### src/rtl/cic_pkg.sv
package cic_pkg;
  function automatic int acc_width(input int in_w, input int stages,
                                   input int rate_max, input int diff_dly);
    return in_w + stages * $clog2(rate_max * diff_dly);
  endfunction

  function automatic int idx_width(input int count);
    return (count > 1) ? $clog2(count) : 1;
  endfunction
endpackage

### src/rtl/cic_rate_ctrl.sv
module cic_rate_ctrl #(
  parameter int CHANNELS  = 2,
  parameter int RATE_MIN  = 4,
  parameter int RATE_MAX  = 64,
  parameter int RATE_INIT = 8,
  parameter int CHAN_W    = 1,
  parameter int RATE_W    = 7
) (
  input  logic              clk,
  input  logic              rst_n,
  input  logic              ce,
  input  logic              beat,
  input  logic              rate_wr,
  input  logic [RATE_W-1:0] rate_val,
  output logic [CHAN_W-1:0] chan,
  output logic              last_frame
);
  logic [RATE_W-1:0] count;
  logic [RATE_W-1:0] rate;
  logic [RATE_W-1:0] pend_rate;
  logic              pend;
  logic              in_range;
  logic              frame_done;

  assign in_range   = (rate_val >= RATE_W'(RATE_MIN)) && (rate_val <= RATE_W'(RATE_MAX));
  assign last_frame = (count == rate - RATE_W'(1));
  assign frame_done = beat && (chan == CHAN_W'(CHANNELS - 1));

  always_ff @(posedge clk) begin
    if (!rst_n) begin
      chan      <= '0;
      count     <= '0;
      rate      <= RATE_W'(RATE_INIT);
      pend_rate <= RATE_W'(RATE_INIT);
      pend      <= 1'b0;
    end else if (ce) begin
      if (beat) begin
        if (frame_done) begin
          chan <= '0;
          if (last_frame) begin
            count <= '0;
            if (pend) begin
              rate <= pend_rate;
              pend <= 1'b0;
            end
          end else begin
            count <= count + RATE_W'(1);
          end
        end else begin
          chan <= chan + CHAN_W'(1);
        end
      end
      if (rate_wr && in_range) begin
        pend      <= 1'b1;
        pend_rate <= rate_val;
      end
    end
  end

  AST_RATE_IN_RANGE: assert property (@(posedge clk) disable iff (!rst_n)
    (rate >= RATE_W'(RATE_MIN)) && (rate <= RATE_W'(RATE_MAX)));
  AST_COUNT_BELOW_RATE: assert property (@(posedge clk) disable iff (!rst_n)
    count < rate);
  AST_CE_FREEZE: assert property (@(posedge clk) disable iff (!rst_n)
    !ce |=> $stable(count) && $stable(chan) && $stable(rate));
endmodule

### src/rtl/cic_integ.sv
module cic_integ #(
  parameter int STAGES   = 3,
  parameter int CHANNELS = 2,
  parameter int ACC_W    = 33,
  parameter int CHAN_W   = 1
) (
  input  logic              clk,
  input  logic              rst_n,
  input  logic              en,
  input  logic [CHAN_W-1:0] chan,
  input  logic [ACC_W-1:0]  din,
  output logic [ACC_W-1:0]  dout
);
  logic [ACC_W-1:0] sum [STAGES];

  for (genvar k = 0; k < STAGES; k++) begin : g_stage
    logic [ACC_W-1:0] acc [CHANNELS];
    logic [ACC_W-1:0] feed;

    if (k == 0) begin : g_first
      assign feed = din;
    end else begin : g_next
      assign feed = sum[k-1];
    end

    assign sum[k] = acc[chan] + feed;

    always_ff @(posedge clk) begin
      if (!rst_n) begin
        for (int c = 0; c < CHANNELS; c++) acc[c] <= '0;
      end else if (en) begin
        acc[chan] <= sum[k];
      end
    end
  end

  assign dout = sum[STAGES-1];
endmodule

### src/rtl/cic_comb.sv
module cic_comb #(
  parameter int STAGES   = 3,
  parameter int CHANNELS = 2,
  parameter int DIFF_DLY = 2,
  parameter int ACC_W    = 33,
  parameter int CHAN_W   = 1
) (
  input  logic              clk,
  input  logic              rst_n,
  input  logic              en,
  input  logic [CHAN_W-1:0] chan,
  input  logic [ACC_W-1:0]  din,
  output logic [ACC_W-1:0]  dout
);
  logic [ACC_W-1:0] diff [STAGES];

  for (genvar k = 0; k < STAGES; k++) begin : g_stage
    logic [ACC_W-1:0] dly [CHANNELS][DIFF_DLY];
    logic [ACC_W-1:0] feed;

    if (k == 0) begin : g_first
      assign feed = din;
    end else begin : g_next
      assign feed = diff[k-1];
    end

    assign diff[k] = feed - dly[chan][DIFF_DLY-1];

    always_ff @(posedge clk) begin
      if (!rst_n) begin
        for (int c = 0; c < CHANNELS; c++)
          for (int j = 0; j < DIFF_DLY; j++) dly[c][j] <= '0;
      end else if (en) begin
        for (int j = DIFF_DLY - 1; j > 0; j--) dly[chan][j] <= dly[chan][j-1];
        dly[chan][0] <= feed;
      end
    end
  end

  assign dout = diff[STAGES-1];
endmodule

### src/rtl/cic_decim.sv
module cic_decim #(
  parameter int IN_W      = 12,
  parameter int STAGES    = 3,
  parameter int DIFF_DLY  = 2,
  parameter int CHANNELS  = 2,
  parameter int RATE_MIN  = 4,
  parameter int RATE_MAX  = 64,
  parameter int RATE_INIT = 8,
  parameter bit FULL_PREC = 1'b0,
  parameter int TRUNC_W   = 24,
  localparam int ACC_W    = cic_pkg::acc_width(IN_W, STAGES, RATE_MAX, DIFF_DLY),
  localparam int OUT_W    = FULL_PREC ? ACC_W : TRUNC_W,
  localparam int CHAN_W   = cic_pkg::idx_width(CHANNELS),
  localparam int RATE_W   = $clog2(RATE_MAX + 1)
) (
  input  logic              clk,
  input  logic              rst_n,
  input  logic              ce,
  input  logic              s_tvalid,
  output logic              s_tready,
  input  logic [IN_W-1:0]   s_tdata,
  output logic              m_tvalid,
  input  logic              m_tready,
  output logic [OUT_W-1:0]  m_tdata,
  output logic [CHAN_W-1:0] m_tchan,
  input  logic              rate_wr,
  input  logic [RATE_W-1:0] rate_val
);
  logic              accept;
  logic              dec_beat;
  logic              last_frame;
  logic [CHAN_W-1:0] chan;
  logic [ACC_W-1:0]  din_ext;
  logic [ACC_W-1:0]  integ_out;
  logic [ACC_W-1:0]  comb_out;
  logic [OUT_W-1:0]  out_next;

  assign s_tready = ce && (!m_tvalid || m_tready);
  assign accept   = s_tvalid && s_tready;
  assign dec_beat = accept && last_frame;
  assign din_ext  = {{(ACC_W - IN_W){s_tdata[IN_W-1]}}, s_tdata};

  cic_rate_ctrl #(
    .CHANNELS(CHANNELS), .RATE_MIN(RATE_MIN), .RATE_MAX(RATE_MAX),
    .RATE_INIT(RATE_INIT), .CHAN_W(CHAN_W), .RATE_W(RATE_W)
  ) u_rate (
    .clk(clk), .rst_n(rst_n), .ce(ce), .beat(accept),
    .rate_wr(rate_wr), .rate_val(rate_val),
    .chan(chan), .last_frame(last_frame)
  );

  cic_integ #(
    .STAGES(STAGES), .CHANNELS(CHANNELS), .ACC_W(ACC_W), .CHAN_W(CHAN_W)
  ) u_integ (
    .clk(clk), .rst_n(rst_n), .en(accept), .chan(chan),
    .din(din_ext), .dout(integ_out)
  );

  cic_comb #(
    .STAGES(STAGES), .CHANNELS(CHANNELS), .DIFF_DLY(DIFF_DLY),
    .ACC_W(ACC_W), .CHAN_W(CHAN_W)
  ) u_comb (
    .clk(clk), .rst_n(rst_n), .en(dec_beat), .chan(chan),
    .din(integ_out), .dout(comb_out)
  );

  if (FULL_PREC) begin : g_full
    assign out_next = comb_out;
  end else begin : g_trunc
    assign out_next = comb_out[ACC_W-1 -: OUT_W];
  end

  always_ff @(posedge clk) begin
    if (!rst_n) begin
      m_tvalid <= 1'b0;
      m_tdata  <= '0;
      m_tchan  <= '0;
    end else if (ce) begin
      if (dec_beat) begin
        m_tvalid <= 1'b1;
        m_tdata  <= out_next;
        m_tchan  <= chan;
      end else if (m_tready) begin
        m_tvalid <= 1'b0;
      end
    end
  end

  AST_STALL_HOLD: assert property (@(posedge clk) disable iff (!rst_n)
    (m_tvalid && !m_tready) |=> m_tvalid && $stable(m_tdata) && $stable(m_tchan));
  AST_IDLE_DATA_HOLD: assert property (@(posedge clk) disable iff (!rst_n)
    (!m_tvalid && $past(!m_tvalid)) |-> $stable(m_tdata));
  AST_BEAT_FROM_INPUT: assert property (@(posedge clk) disable iff (!rst_n)
    $rose(m_tvalid) |-> $past(s_tvalid && ce));
  AST_NO_INPUT_DISABLED: assert property (@(posedge clk) disable iff (!rst_n)
    !ce |=> $stable(m_tvalid) && $stable(m_tdata));
endmodule

### config.mk
export PLATFORM = sky130hd
export DESIGN_NAME = cic_decim
export DESIGN_NICKNAME = d
export VERILOG_FILES = /design/src/rtl/cic_pkg.sv /design/src/rtl/cic_rate_ctrl.sv /design/src/rtl/cic_integ.sv /design/src/rtl/cic_comb.sv /design/src/rtl/cic_decim.sv
export SDC_FILE = /design/constraint.sdc
export NUM_CORES = 1
export LEC_CHECK = 0
export BUFFER_PORTS_ARGS = -buffer_cell sky130_fd_sc_hd__buf_4
export CELL_PAD_IN_SITES_DETAIL_PLACEMENT = 1
export CELL_PAD_IN_SITES_GLOBAL_PLACEMENT = 2
export CORE_MARGIN = 2
export CORE_UTILIZATION = 47
export DETAILED_ROUTE_END_ITERATION = 8
export MAX_ROUTING_LAYER = met4
export PLACE_DENSITY_LB_ADDON = 0.12
export SKIP_CTS_REPAIR_TIMING = 1
export SLEW_MARGIN = 20
export SYNTH_ARGS = -nofsm -noshare
export SYNTH_HDL_FRONTEND = slang
export SYNTH_HIERARCHICAL = 1
export SYNTH_SLANG_ARGS = --single-unit
### constraint.sdc
create_clock -name clk -period 25.7 [get_ports clk]
set_input_delay 2.57 -clock clk [delete_from_list [all_inputs] [get_ports clk]]
set_output_delay 2.57 -clock clk [all_outputs]
set_load 0.02 [all_outputs]
Yosys cells after proc, flatten, opt, wreduce, memory -nomap -nowiden. Memory sizes are Yosys's and may differ from the RTL's. A register that Yosys moved wholly into a read port is not among the register bits. Index checks and enable logic that the tools add are counted.

$add $sub $neg: 9. Magnitude comparators: 2. Eq/ne operators: 1. Muxes and demuxes: 45. Reductions and logical operators: 25.

Operators with widths (count): two-way mux 66 bit (3); OR reduction 66 bit (3); adder 33 bit (3); two-way mux 33 bit (3); OR reduction 33 bit (3); subtractor 33 bit (3); two-way mux 1 bit (38); AND reduction 2 bit (4); nonzero test 2 bit (4); adder 7 x 1 -> 7 bit, second input constant (1); == test 7 bit (1); greater-or-equal comparator 7 x 3 -> 1 bit, second input constant (1); less-or-equal comparator 7 bit, second input constant (1); two-way mux 7 bit (1); subtractor 7 x 1 -> 7 bit, second input constant (1); logical AND 1 bit (6); AND reduction 5 bit (1); AND reduction 4 bit (1); AND reduction 3 bit (1); adder 1 bit, second input constant (1); zero test 1 bit (1); logical OR 1 bit (1).

Register bits: 49. RAM bits: 594. Bits of input ports: 25. Output and inout bits: 27. Word-level logic and storage cells: 96. Memories kept: 6.

Memories: u_comb.g_stage[0].dly (words 2, bits a word 66, rd ports 1, clocked after memory_dff 1, write ports 2, line cic_comb.sv:18) `logic [ACC_W-1:0] dly [CHANNELS][DIFF_DLY];`; u_comb.g_stage[1].dly (words 2, bits a word 66, rd ports 1, clocked after memory_dff 1, write ports 2, line cic_comb.sv:18); u_comb.g_stage[2].dly (words 2, bits a word 66, rd ports 1, clocked after memory_dff 1, write ports 2, line cic_comb.sv:18); u_integ.g_stage[0].acc (words 2, bits a word 33, rd ports 1, clocked after memory_dff 1, write ports 2, line cic_integ.sv:17) `logic [ACC_W-1:0] acc [CHANNELS];`; u_integ.g_stage[1].acc (words 2, bits a word 33, rd ports 1, clocked after memory_dff 1, write ports 2, line cic_integ.sv:17); u_integ.g_stage[2].acc (words 2, bits a word 33, rd ports 1, clocked after memory_dff 1, write ports 2, line cic_integ.sv:17).

Depth between registers and ports, before layout. Gate-level depths: netlist (run 1).

Depth after elaboration: 10. Gate-level depth with buffers: 64. Gate-level depth less buffers: 60.

Modules after synthesis. The synthesis (run 1) kept the hierarchy.

By module, submodules not included: cic_comb (instances 1, cells an instance 1666, area each 20546.0 µm², seq. area each 11891.4 µm²); cic_integ (instances 1, cells an instance 1302, area each 13244.0 µm², seq. area each 5945.7 µm²); cic_rate_ctrl (instances 1, cells an instance 146, area each 1208.7 µm², seq. area each 460.4 µm²); cic_decim (instances 1, cells an instance 116, area each 1096.1 µm², seq. area each 520.5 µm²).

Worst setup path after synthesis (run 1). OpenSTA, ideal clock, no wires.

Path kind: input to register. From: in s_tdata[0]. To: reg m_tdata[22]. Setup time: 0.118 ns. Arrival time: 12.384 ns. Data required time: 25.582 ns. Setup slack: 13.198 ns. Stages: 58. Buffers on the path: 2. Cells stage by stage: ha_1 > inv_1 > fa_1 > nand2b_1 > a21oi_1 > nor2_1 > nor2b_1 > o21ai_0 > nand2_1 > xnor2_1 > inv_1 > ha_1 > a21o_1 > or3_1 > o21ai_0 > nor2_1 > xnor2_1 > inv_1 > [... 22 more ...] > inv_1 > ha_1 > a21o_1 > a21o_1 > a21o_1 > a21o_1 > a21oi_1 > o21bai_1 > a21oi_1 > o21ai_0 > a311oi_1 > inv_1 > ha_1 > nor4b_1 > a2111oi_0 > o211ai_1 > nand2_1 > mux2i_1.

Longest elaborated chain between the ends: 6.

Ends and longest elaborated chain: from (decl) (line cic_decim.sv:21) `input logic [IN_W-1:0] s_tdata,`; adder 33 bit (line cic_integ.sv:26) `assign sum[k] = acc[chan] + feed;`; net u_integ.g_stage[1].feed[8] (line cic_integ.sv:18) `logic [ACC_W-1:0] feed;`; adder 33 bit (line cic_integ.sv:26); net u_integ.g_stage[2].feed[9] (line cic_integ.sv:18); adder 33 bit (line cic_integ.sv:26); net integ_out[16] (line cic_decim.sv:34) `logic [ACC_W-1:0] integ_out;`; subtractor 33 bit (3 in series) (line cic_comb.sv:27) `assign diff[k] = feed - dly[chan][DIFF_DLY-1];`; net comb_out[31] (line cic_decim.sv:35) `logic [ACC_W-1:0] comb_out;`; to (signal assigned) (line cic_decim.sv:81) `m_tdata <= out_next;`; to (decl) (line cic_decim.sv:24) `output logic [OUT_W-1:0] m_tdata,`.

The timed path passes the listed nets, and every way through them passes these cells. A chain may end at the register's enable or synchronous reset.

Worst setup path in the final report (run 1).
From: in s_tdata[0]. To: reg m_tdata[23].

The elaborated chain is that of the path after synthesis.

==> impl_metrics.toml, run 1 <==
[clocking]
clk_path_buf_depth = 3
clk_pin_slew_ns = 0.06
cts_tree = "built"
htreeDepth = 3
worstSkewPairLatency_ns = 0.60
cts_buffers = 75
clkSinkCount = 643
root_buffer = "clkbuf_16"

[drt]
drc = 0
viasPerCell = 5.56
dr.pass1.iters = 5
vias = 23800
wl_um = 82500
drt_iter0_drc = 1093
antenna_left = 0
wire_per_inst_um = 19.3

[grt]
grt_usage = 0.219
grt_pass1_wl_um = 135000
grt_overflow = 0
grt_max_degree = 82
grt_pass1_vias = 26000
grt_antenna_before_repair = 0

[place]
place_congestion = 0.879
hpwl_um = 55300
pre_cts_ws_ns = 11.39
io_buffers = 51

[setup_path]
slowest_stage = "o311ai_0"
endpoint_kind = "flip-flop"
cp-start-kind = "input port"
max_stage_delay_ns = 0.47
path_max_fanout = 7
r2r_slack_ns = 12.48
crit_required_ns = 26.23
worstPathArrival_ns = 14.31
timing.rr.start = "u_rate/chan"
crit_family = "compound AO/OA/AOI/OAI gates"
critPathKind = "input port to flip-flop"
rr_worst_depth = 57
rr_endpoint = "m_tdata[23]"
critical_path_buf_inv_count = 7

[floorplan]
die_h_um = 281
die_area_sq_mm = 0.0788
die_w_um = 281
row_count = 101
coreArea_sq_mm = 0.0758
start_util = 0.475
ios = 52

[timing]
worstMarginPinSlew_ns = 1.20
fin_skew_ns = 0.0156
max_freq_mhz = 72.6
fin_crit_sh = 0.536
drv_slew = 0
fin_ws_ns = 11.93
final-hold-violation-count = 0
rsz0062_at_grt = "false"
setup_viol_count_final = 0
setup_tns_ns = 0
min_period_ns = 13.77
slew_headroom = 0.199

[worst_hold_path]
holdPathEnd = "u_rate/rate[2]"
hp-start = "u_rate/pend_rate[2]"
min_path_type = "flip-flop to flip-flop"
holdPathStages = 2

[synth]
syn-cell-area_sq_mm = 0.0360
syn-mean-instance-area_sq_um = 11.2
yosys_warnings = 6
syn_nets = 3432
netlist_instances = 3216

[finish]
drive_gt1_frac = 0.107
multiInputGateArea_sq_mm = 0.0160
postLayoutCoreUtil = 0.526
fillCellCount = 7907
diodes = 0
final_nets = 3460
seq_area_sq_mm = 0.0188
areaGrowthSynthToFinish_pct = 10.9

[job]
drv_cap = 0

[run_status]
outcome = "finished clean"
==> worst reg2reg max path: cells and delay by family (launching register included) <==
kind	cells	cell delay [ns]
compound gates	21	4.42
fa+ha+maj	9	2.95
simple gates	12	1.82
xor+xnor	6	1.58
buf+inv	7	1.10
flops	1	0.73
mux	2	0.55
==> cell type report <==
class,instances,area share
timing repair buffer,69,0.0141
tap,978,0.0307
clock inverter,36,0.0115
clock buffer,98,0.0526
inverter,204,0.0192
sequential,643,0.472
multi-input combinational,2251,0.400
==> routing by layer <==
metal	routed length [um]	GRT usage
met3	2090	0.0256
met5	0	-
met4	2130	0.0728
met1	36200	0.262
met2	42100	0.385
==> how the worst max path moves through the flow <==
stage,startpoint,end,cells past startpoint
after floorplan,s_tdata[0],m_tdata[22],58
after global placement,s_tdata[0],m_tdata[22],56
after detailed placement,s_tdata[0],m_tdata[23],56
after CTS,s_tdata[0],m_tdata[23],56
after global routing,s_tdata[0],m_tdata[22],57
final,s_tdata[0],m_tdata[23],56
==> metrics by stage <==
step / area (sq um) / std cells / hold WS [ns]
CTS: 39900 / 4278 / 0.461
detailed placement: 37300 / 4144 / 0.448
finish: 39900 / 4279 / 0.456
global route: 39900 / 4279 / 0.482
global placement: 37300 / 4144 / 0.443
floorplan: 36000 / 3216 / 0.437
==> state kept, by name (all words and copies together), names as in the netlist <==
| register | cells |
|---|---|
| u_comb/g_stage.dly | 396 |
| u_integ/g_stage.acc | 198 |
| m_tdata | 24 |
| u_rate/count | 7 |
| u_rate/pend_rate | 7 |
| u_rate/rate | 7 |
| m_tchan | 1 |
| m_tvalid | 1 |
| u_rate/chan | 1 |
| u_rate/pend | 1 |
==> placed cells by master, fill, tap and decap left out, types with 12 or more instances in the layout <==
cell	n
clkbuf_16	79
o211ai_1	19
o21ai_1	12
xor2_1	86
nor2b_1	18
o21ai_0	81
dfxtp_1	48
o21a_1	24
mux2_2	102
ha_1	185
o21bai_1	16
buf_4	66
nand2_1	166
a31oi_1	24
nor2_1	409
a21oi_1	161
and3_1	19
nand4_1	15
nand2b_1	31
clkbuf_1	14
mux2i_1	144
xnor2_1	109
nor3_1	36
a21o_1	173
edfxtp_1	594
nand3_1	36
and2_1	190
inv_1	204
a211oi_1	13
clkinv_2	12
Power of run 1 is left out: the tool's default activity adds up to more than one toggle a clock period on the data nets, which glitch-free logic cannot reach.
==> run 2, diff against run 1 <==
Settings changed: ABC_AREA from default to 1, CORE_UTILIZATION 47 to 41.
Clock period 25.7 ns to 14.35 ns, I/O delays scaled along.
==> run 2 against run 1 <==
Non-clock buffer count grew 9. Wire length rose by 23%. Hold slack improved by 0.0043 ns. Via count up 18%. Flip-flop and latch count unchanged. Global-route usage up 0.63 points. Final cell count is 30% higher. Count of clock-buffer cells in the layout fell by 7. Utilization decreased by 6.7 points.
==> impl_metrics.toml, run 2 <==
[grt]
grt-busiest-layer = "met2"
grt_use_met2 = 0.376
grt_max_degree = 92
met3_usage = 0.0255
grt_pass1_wl_um = 164000
grt_pass1_vias = 29700
grtUsageMet1 = 0.296
grt_antenna_before_repair = 0
grt_overflow = 0
grt_usage = 0.226

[synth]
syn-cell-area_sq_mm = 0.0377
syn-mean-instance-area_sq_um = 8.78
netlist_instances = 4288
syn_nets = 4504
yosys_warnings = 6

[worst_hold_path]
holdPathStages = 2
hp-start = "u_rate/pend_rate[1]"
min_path_type = "flip-flop to flip-flop"
holdPathEnd = "u_rate/pend_rate[1]"

[timing]
setup_viol_count_final = 0
worstMarginPinSlew_ns = 0.963
fin_skew_ns = 0.0234
setup_tns_ns = 0
slew_headroom = 0.358
max_freq_mhz = 84.3
min_period_ns = 11.86
rsz0062_at_grt = "false"
fin_crit_sh = 0.826
final-hold-violation-count = 0
drv_slew = 0
whs_ns = 0.460

[setup_path]
critPathKind = "flip-flop to flip-flop"
endpoint_kind = "flip-flop"
rr_endpoint = "m_tdata[23]"
timing.rr.start = "u_rate/chan"
max_stage_delay_ns = 0.63
cpMostUsedCell = "nand2_1"
cp-start-kind = "flip-flop"
slowest_stage = "dfxtp_4"
worstPathArrival_ns = 12.38
rr_worst_depth = 61
path_max_fanout = 47
crit_required_ns = 14.87
r2r_slack_ns = 2.49

[finish]
postLayoutCoreUtil = 0.459
final_cell_mix = "nand2_1, nor2_1, inv_1, edfxtp_1, ha_1"
drive_gt1_frac = 0.111
final_common_cell = "nand2_1"
top_register = "u_comb/g_stage.dly"
multiInputGateArea_sq_mm = 0.0160
largest_register_ffs = 396
fillCellCount = 10600
final_nets = 4541
reg_top3 = "u_comb/g_stage.dly (396), u_integ/g_stage.acc (198), m_tdata (24)"
seq_area_sq_mm = 0.0188
areaGrowthSynthToFinish_pct = 11.4
diodes = 0

[drt]
drt_iter0_drc = 1381
wl_um = 101000
drc = 0
vias = 28000
viasPerCell = 5.03
wire_per_inst_um = 18.2
dr.pass1.iters = 5
antenna_left = 0

[clocking]
cts_tree = "built"
clk_pin_slew_ns = 0.06
clk_path_buf_depth = 3
htreeDepth = 3
clkSinkCount = 643
root_buffer = "clkbuf_16"
worstSkewPairLatency_ns = 0.64
cts_buffers = 78

[floorplan]
start_util = 0.412
coreArea_sq_mm = 0.0914
die_area_sq_mm = 0.0943
die_h_um = 307
die_w_um = 307
row_count = 111
ios = 52

[place]
io_buffers = 51
hpwl_um = 70100
place_congestion = 0.837

[run_status]
outcome = "finished clean"

[job]
drv_cap = 0
## run 2: worst max-delay path: cells and delay by family, from the launching register on
| family | cells | cell delay, ns |
|---|---|---|
| compound gates | 14 | 2.91 |
| flops | 1 | 0.63 |
| xor+xnor | 5 | 1.62 |
| buf+inv | 10 | 1.17 |
| fa+ha+maj | 6 | 2.18 |
| simple gates | 26 | 3.23 |
## run 2: how the worst max path moves through the flow
| stage | start | to | cells after the start |
|---|---|---|---|
| after floorplan | s_tdata[2] | m_tdata[23] | 56 |
| after global placement | s_tdata[2] | m_tdata[23] | 58 |
| after detailed placement | s_tdata[2] | m_tdata[23] | 58 |
| after CTS | u_rate/chan | m_tdata[23] | 61 |
| after global routing | u_rate/chan | m_tdata[23] | 62 |
| final | u_rate/chan | m_tdata[23] | 61 |
## run 2: cell type report
class / count / share of cell area
clock inverter: 49 / 0.0135
inverter: 636 / 0.0570
sequential: 643 / 0.449
tap: 1186 / 0.0354
timing repair buffer: 78 / 0.0146
multi-input combinational: 2888 / 0.382
clock buffer: 91 / 0.0482
## run 2: per-stage QoR
step / instance area [sq um] / worst slack, ns / cells
CTS: 41900 / 2.49 / 5571
finish: 41900 / 2.49 / 5571
floorplan: 37700 / 4.97 / 4288
detailed placement: 39300 / 2.41 / 5431
global route: 41900 / 1.16 / 5571
global placement: 39300 / 2.40 / 5431
## run 2: layer usage
layer,up-vias,part of all wire
met5,-,0
met4,0,0.016
met3,115,0.029
met2,264,0.48
met1,13600,0.48
li1,14100,-
Power of run 2 is left out for the same reason.
